$ cat config.mk
export PLATFORM = sky130hd
export DESIGN_NAME = isqrt_pipe
export DESIGN_NICKNAME = d
export VERILOG_FILES = /design/src/rtl/isqrt_pkg.sv /design/src/rtl/isqrt_stage.sv /design/src/rtl/isqrt_pipe_reg.sv /design/src/rtl/isqrt_pipe.sv
export SDC_FILE = /design/constraint.sdc
export NUM_CORES = 1
export LEC_CHECK = 0
export BUFFER_PORTS_ARGS = -buffer_cell sky130_fd_sc_hd__buf_2
export CORE_MARGIN = 1.5
export CORE_UTILIZATION = 35
export CTS_CLUSTER_SIZE = 16
export DETAILED_ROUTE_END_ITERATION = 16
export PLACE_DENSITY = 0.63
export SYNTH_ARGS = -nofsm -noshare
export SYNTH_HDL_FRONTEND = slang
export SYNTH_SLANG_ARGS = --single-unit
$ cat constraint.sdc
create_clock -name clk -period 4.6 [get_ports clk]
set_input_delay 0 -clock clk [delete_from_list [all_inputs] [get_ports clk]]
set_output_delay 0 -clock clk [all_outputs]
set_load 0.02 [all_outputs]
$ cat src/rtl/isqrt_pkg.sv
package isqrt_pkg;

  // Number of register banks placed between stages (the rest go to the output).
  function automatic int inner_regs(input int n_stages, input int latency);
    return (latency < n_stages) ? latency : n_stages;
  endfunction

  // Stage k (1-based) is followed by a register when the evenly spread
  // bank count steps up at k.
  function automatic bit reg_after(input int k, input int n_stages, input int n_regs);
    if (n_regs <= 0) return 1'b0;
    return ((k * n_regs) / n_stages) != (((k - 1) * n_regs) / n_stages);
  endfunction

endpackage

$ cat src/rtl/isqrt_stage.sv
module isqrt_stage #(
  parameter int ROOT_W = 5,
  parameter int STAGE  = 0,
  localparam int REM_W    = ROOT_W + 1,
  localparam int PAD_W    = 2 * ROOT_W,
  localparam int PAY_W    = PAD_W + ROOT_W + REM_W,
  localparam int TRY_W    = REM_W + 2,
  localparam int PAIR_LSB = PAD_W - 2 - 2 * STAGE
) (
  input  logic [PAY_W-1:0] pay_in,
  output logic [PAY_W-1:0] pay_out
);

  logic [PAD_W-1:0]  rad;
  logic [ROOT_W-1:0] root_in;
  logic [REM_W-1:0]  rem_in;
  logic [1:0]        pair;
  logic [TRY_W-1:0]  trial;
  logic [TRY_W-1:0]  subtr;
  logic [TRY_W-1:0]  diff;
  logic              fits;
  logic [ROOT_W-1:0] root_out;
  logic [REM_W-1:0]  rem_out;

  assign rad     = pay_in[PAY_W-1 -: PAD_W];
  assign root_in = pay_in[REM_W +: ROOT_W];
  assign rem_in  = pay_in[REM_W-1:0];

  // shift: bring the next bit pair into the running remainder
  assign pair  = rad[PAIR_LSB +: 2];
  assign trial = {rem_in, pair};
  // trial subtrahend: root so far with 01 appended
  assign subtr = TRY_W'({root_in, 2'b01});
  assign diff  = trial - subtr;
  assign fits  = (trial >= subtr);

  // select: keep the difference or restore the trial value
  always_comb begin
    if (fits) begin
      rem_out  = REM_W'(diff);
      root_out = ROOT_W'({root_in, 1'b1});
    end else begin
      rem_out  = REM_W'(trial);
      root_out = ROOT_W'({root_in, 1'b0});
    end
  end

  assign pay_out = {rad, root_out, rem_out};

endmodule

$ cat src/rtl/isqrt_pipe_reg.sv
module isqrt_pipe_reg #(
  parameter int WIDTH = 8
) (
  input  logic             clk,
  input  logic             ena,
  input  logic             aclr,
  input  logic [WIDTH-1:0] d,
  output logic [WIDTH-1:0] q
);

  always_ff @(posedge clk or posedge aclr) begin
    if (aclr)     q <= '0;
    else if (ena) q <= d;
  end

  // a disabled edge leaves the bank unchanged
  a_r6_hold_when_disabled: assert property (@(posedge clk) disable iff (aclr)
    !ena |=> $stable(q));

endmodule

$ cat src/rtl/isqrt_pipe.sv
module isqrt_pipe #(
  parameter int DATA_W  = 9,
  parameter int LATENCY = 2,
  localparam int ROOT_W = (DATA_W + 1) / 2,
  localparam int REM_W  = ROOT_W + 1
) (
  input  logic              clk,
  input  logic              ena,
  input  logic              aclr,
  input  logic [DATA_W-1:0] radical,
  output logic [ROOT_W-1:0] root,
  output logic [REM_W-1:0]  remainder
);

  localparam int PAD_W = 2 * ROOT_W;
  localparam int PAY_W = PAD_W + ROOT_W + REM_W;
  localparam int INNER = isqrt_pkg::inner_regs(ROOT_W, LATENCY);
  localparam int EXTRA = LATENCY - INNER;
  localparam int CHK_W = PAD_W + 2;

  logic [ROOT_W:0][PAY_W-1:0] node;
  logic [EXTRA:0][PAY_W-1:0]  tail;
  logic [PAY_W-1:0]           fin;
  logic [PAD_W-1:0]           fin_rad;

  assign node[0] = {PAD_W'(radical), {ROOT_W{1'b0}}, {REM_W{1'b0}}};

  for (genvar s = 0; s < ROOT_W; s++) begin : g_stage
    logic [PAY_W-1:0] comb_out;

    isqrt_stage #(.ROOT_W(ROOT_W), .STAGE(s)) u_stage (
      .pay_in (node[s]),
      .pay_out(comb_out)
    );

    if (isqrt_pkg::reg_after(s + 1, ROOT_W, INNER)) begin : g_reg
      isqrt_pipe_reg #(.WIDTH(PAY_W)) u_reg (
        .clk (clk),
        .ena (ena),
        .aclr(aclr),
        .d   (comb_out),
        .q   (node[s+1])
      );
    end else begin : g_wire
      assign node[s+1] = comb_out;
    end
  end

  assign tail[0] = node[ROOT_W];

  for (genvar e = 0; e < EXTRA; e++) begin : g_tail
    isqrt_pipe_reg #(.WIDTH(PAY_W)) u_reg (
      .clk (clk),
      .ena (ena),
      .aclr(aclr),
      .d   (tail[e]),
      .q   (tail[e+1])
    );
  end

  assign fin       = tail[EXTRA];
  assign fin_rad   = fin[PAY_W-1 -: PAD_W];
  assign root      = fin[REM_W +: ROOT_W];
  assign remainder = fin[REM_W-1:0];

  // Output-side consistency against the sample carried alongside the result
  logic [CHK_W-1:0] sq_lo, sq_hi, recon;
  assign sq_lo = CHK_W'(root) * CHK_W'(root);
  assign sq_hi = (CHK_W'(root) + CHK_W'(1)) * (CHK_W'(root) + CHK_W'(1));
  assign recon = sq_lo + CHK_W'(remainder);

  a_r2_root_not_too_big: assert property (@(posedge clk) disable iff (aclr)
    sq_lo <= CHK_W'(fin_rad));
  a_r2_root_not_too_small: assert property (@(posedge clk) disable iff (aclr)
    sq_hi > CHK_W'(fin_rad));
  a_r3_reconstruct: assert property (@(posedge clk) disable iff (aclr)
    recon == CHK_W'(fin_rad));
  a_r3_rem_bound: assert property (@(posedge clk) disable iff (aclr)
    CHK_W'(remainder) <= (CHK_W'(root) << 1));

endmodule

==> key figures <==
Status
  • Status: finished clean

Timing
  • Max frequency: 302.6 MHz
  • Final setup violating endpoints: 0
  • Hold Fails Final Rpt: 0
  • Post-route setup TNS: 0 ns
  • Hold_ws: 0.1205 ns
  • Crit path time final: 3.305 ns
  • RSZ-0062 raised after global routing: no
  • Max-slew violations: 0
  • Final worst setup slack: 1.295 ns
  • Worst-margin pin slew: 0.9043 ns
  • Worst clock skew: 0.003676 ns
  • Tcrit/Tclk final: 71.85%
  • Slew Limit Headroom: 39.64%

Finish
  • Design area: 2095 um^2
  • Area of the multi-input gates: 1086 um^2
  • Layout fillers: 523
  • Storage element area: 600.6 um^2
  • N_diodes: 0
  • Most frequent cells in the layout: 24 x dfrtp_1, 22 x inv_1, 22 x buf_2, 18 x ha_1, 15 x o21ai_0
  • Biggest regs: g_stage.g_reg.u_reg.q (24)
  • Layout cells sized above 1: 18.67%
  • Final core utilization: 43.48%
  • Max reg flops: 24
  • Layout area overhead: 17.39%
  • Most common cell after layout, fill and taps aside: dfrtp_1
  • Net count reported at finish: 256
  • Register with the most flip-flops: g_stage.g_reg.u_reg.q

Power and ir drop
  • P per Cell Area: 461.8 nW/um^2
  • Max VDD drop: 0.1963 mV
  • Leakage: 0.0009447 uW

CTS
  • H-tree depth: 1
  • Cts bufs inserted: 3
  • Cts repair resizes: 0
  • Worst skew pair latency: 0.27 ns
  • CTS Sinks: 24
  • CTS tree: yes
  • Clk slew on worst S/H paths: 0.09 ns
  • Clock Tree Buf Depth: 2
  • Root Buffer: clkbuf_8

Critical path
  • CP Cell Sequence: inv_1, ha_1, nor2b_1, o21a_4, nor2_4, mux2_2, ha_1, a21oi_1, nor2b_1, a32o_2, nand3_1, a31o_1
  • CP Data Arrival Time: 3.47 ns
  • Buf+Inv Stages, Crit Path: 1
  • Crit-path max FO: 8
  • Crit path depth: 12
  • Startpoint types: register
  • Crit path kind: reg2reg
  • Crit path max-delay family: compound AO/OA/AOI/OAI gates
  • Slowest stage delay, CP: 0.39 ns
  • Reg2Reg Depth: 12
  • Worst R2R Setup Slack: 1.30 ns
  • Critical Path RT: 4.76 ns
  • Crit-path slowest cell: mux2_2
  • Kind of end point of the critical path: register

Global routing
  • Pin count of the biggest net entering global routing: 45
  • Vias in the first global route: 1440
  • Global Route Usage Sum: 15.15%
  • First-pass GRT wire length: 6527 um
  • Initial antenna violation count: 0
  • Congestion Overflow GR: 0

Route
  • DR pass1 iterations: 4
  • Via count: 1504
  • Post-route ant nets: 0
  • # DRC: 0
  • DR iter-0 viols: 85
  • Drt wl/cell: 12.89 um
  • DR vias/cell: 5.151
  • Drt total wl: 3764 um

Yosys
  • Seq/Total Area, Yosys: 33.66%
  • Mapped Area: 1784 um^2
  • Distinct cells, synth: 43
  • Top cell type's share of synthesized area: 33.66%
  • Synth Instances: 197
  • Synth Register Bits: 24
  • YS warnings: 0
  • Syn nets: 227
  • Mean Syn Cell Area: 9.057 um^2
  • Synth area leader: dfrtp_1
  • Synth top area cells: dfrtp_1 34%, ha_1 13%, inv_1 4.6%, o21ai_0 4.2%, mux2_2 3.8%

Floorplan
  • Row cnt: 25
  • Die X: 74.40 um
  • Die Height: 74.40 um
  • I/O pins: 23
  • Core Box Area: 4817 um^2
  • Starting Density: 37.04%
  • Die footprint: 5535 um^2

Placement
  • Gp weighted congestion: 0.8186
  • Port buffer count: 22
  • Post-DP HPWL: 2894 um
  • Placed Instance Area: 1963 um^2
  • Post-placement setup slack: 1.352 ns

Flow run
  • Max-cap violations: 0

Worst hold path
  • HP Class: in2reg
  • Hold Path Depth: 3
[area by class of cell]
cell class | count | share of cell area [%]
clock inverter | 1 | 1.434
multi-input combinational | 147 | 51.85
timing repair buffer | 28 | 8.124
sequential | 24 | 28.67
tap | 67 | 4.002
clock buffer | 3 | 1.971
inverter | 22 | 3.943
[tightest hold or removal path, stage by stage]
cell,delay [ns]
buf_2,0.10
o21ai_0,0.11
a21oi_1,0.15
[layer usage]
layer / part of all wire (%) / track usage (%)
met3: 2.8 / 3.117
met5: 0 / 0
met4: 0.74 / 3.636
met1: 47 / 20.52
met2: 50 / 24.90
[cell usage after synthesis]
cell       n
a211o_1    1
a211oi_1   2
a21o_1     1
a21oi_1   13
a22oi_1    1
a31o_1     3
a31o_2     1
a31oi_1    5
a32o_2     1
a32oi_2    1
a41oi_1    2
and2_2     1
buf_1      1
clkbuf_1   3
dfrtp_1   24
ha_1      18
inv_1     22
mux2_2     6
mux2i_1    2
nand2_1   11
nand2b_1   2
nand3_1    6
nand3b_1   2
nand4_1    3
nor2_1    10
nor2_4     1
nor2b_1    8
nor3_1     4
nor3b_1    1
nor4_4     1
o211ai_1   2
o21a_1     1
o21a_4     1
o21ai_0   15
o21ai_1    4
o21ai_2    1
o21bai_1   1
o221ai_1   1
o22ai_1    1
o41ai_2    1
or2_4      1
xnor2_1    7
xor2_1     4
[through the flow]
step	total power (uW)	std cells
2_1_floorplan	664.7	197
3_3_place_gp	779.5	282
3_5_place_dp	778.7	282
4_1_cts	973.0	292
5_1_grt	1042	292
6_report	967.3	292
[cell families (layout without fill, tap and decap cells)]
family                   after synthesis  count (layout)  share of synthesized area [%]
AO/OA/AOI/OAI                         59              59                          22.16
XOR/XNOR                              11              11                          5.400
adder cells (fa/ha/maj)               18              18                          12.62
buffers and inverters                 26              54                          5.470
flip-flops                            24              24                          33.66
multiplexers                           8               8                          4.909
AND/OR/NAND/NOR                       51              51                          15.78
[timing repair]
item,in CTS,in global routing
setup buffers,0,0
endpoints found under the hold margin,29,0
hold buffers,6,0
[power by group]
group          internal [uW]  leakage (uW)  switching (uW)
sequential               261      0.000283            29.3
combinational            205      0.000626             286
clock                    116     0.0000357            69.6
total                    582      0.000945             385
[final timing paths]
check,endpoint,start
min in group asynchronous,g_stage[2].g_reg.u_reg.q[11],aclr
max in group asynchronous,g_stage[4].g_reg.u_reg.q[8],aclr
worst max register to register,g_stage[4].g_reg.u_reg.q[1],g_stage[2].g_reg.u_reg.q[6]
worst max-delay path,g_stage[4].g_reg.u_reg.q[1],g_stage[2].g_reg.u_reg.q[6]
worst min register to register,g_stage[4].g_reg.u_reg.q[8],g_stage[4].g_reg.u_reg.q[8]
worst min-delay path,g_stage[2].g_reg.u_reg.q[1],radical[5]
Note: power is estimated with default switching activity, not from simulation.
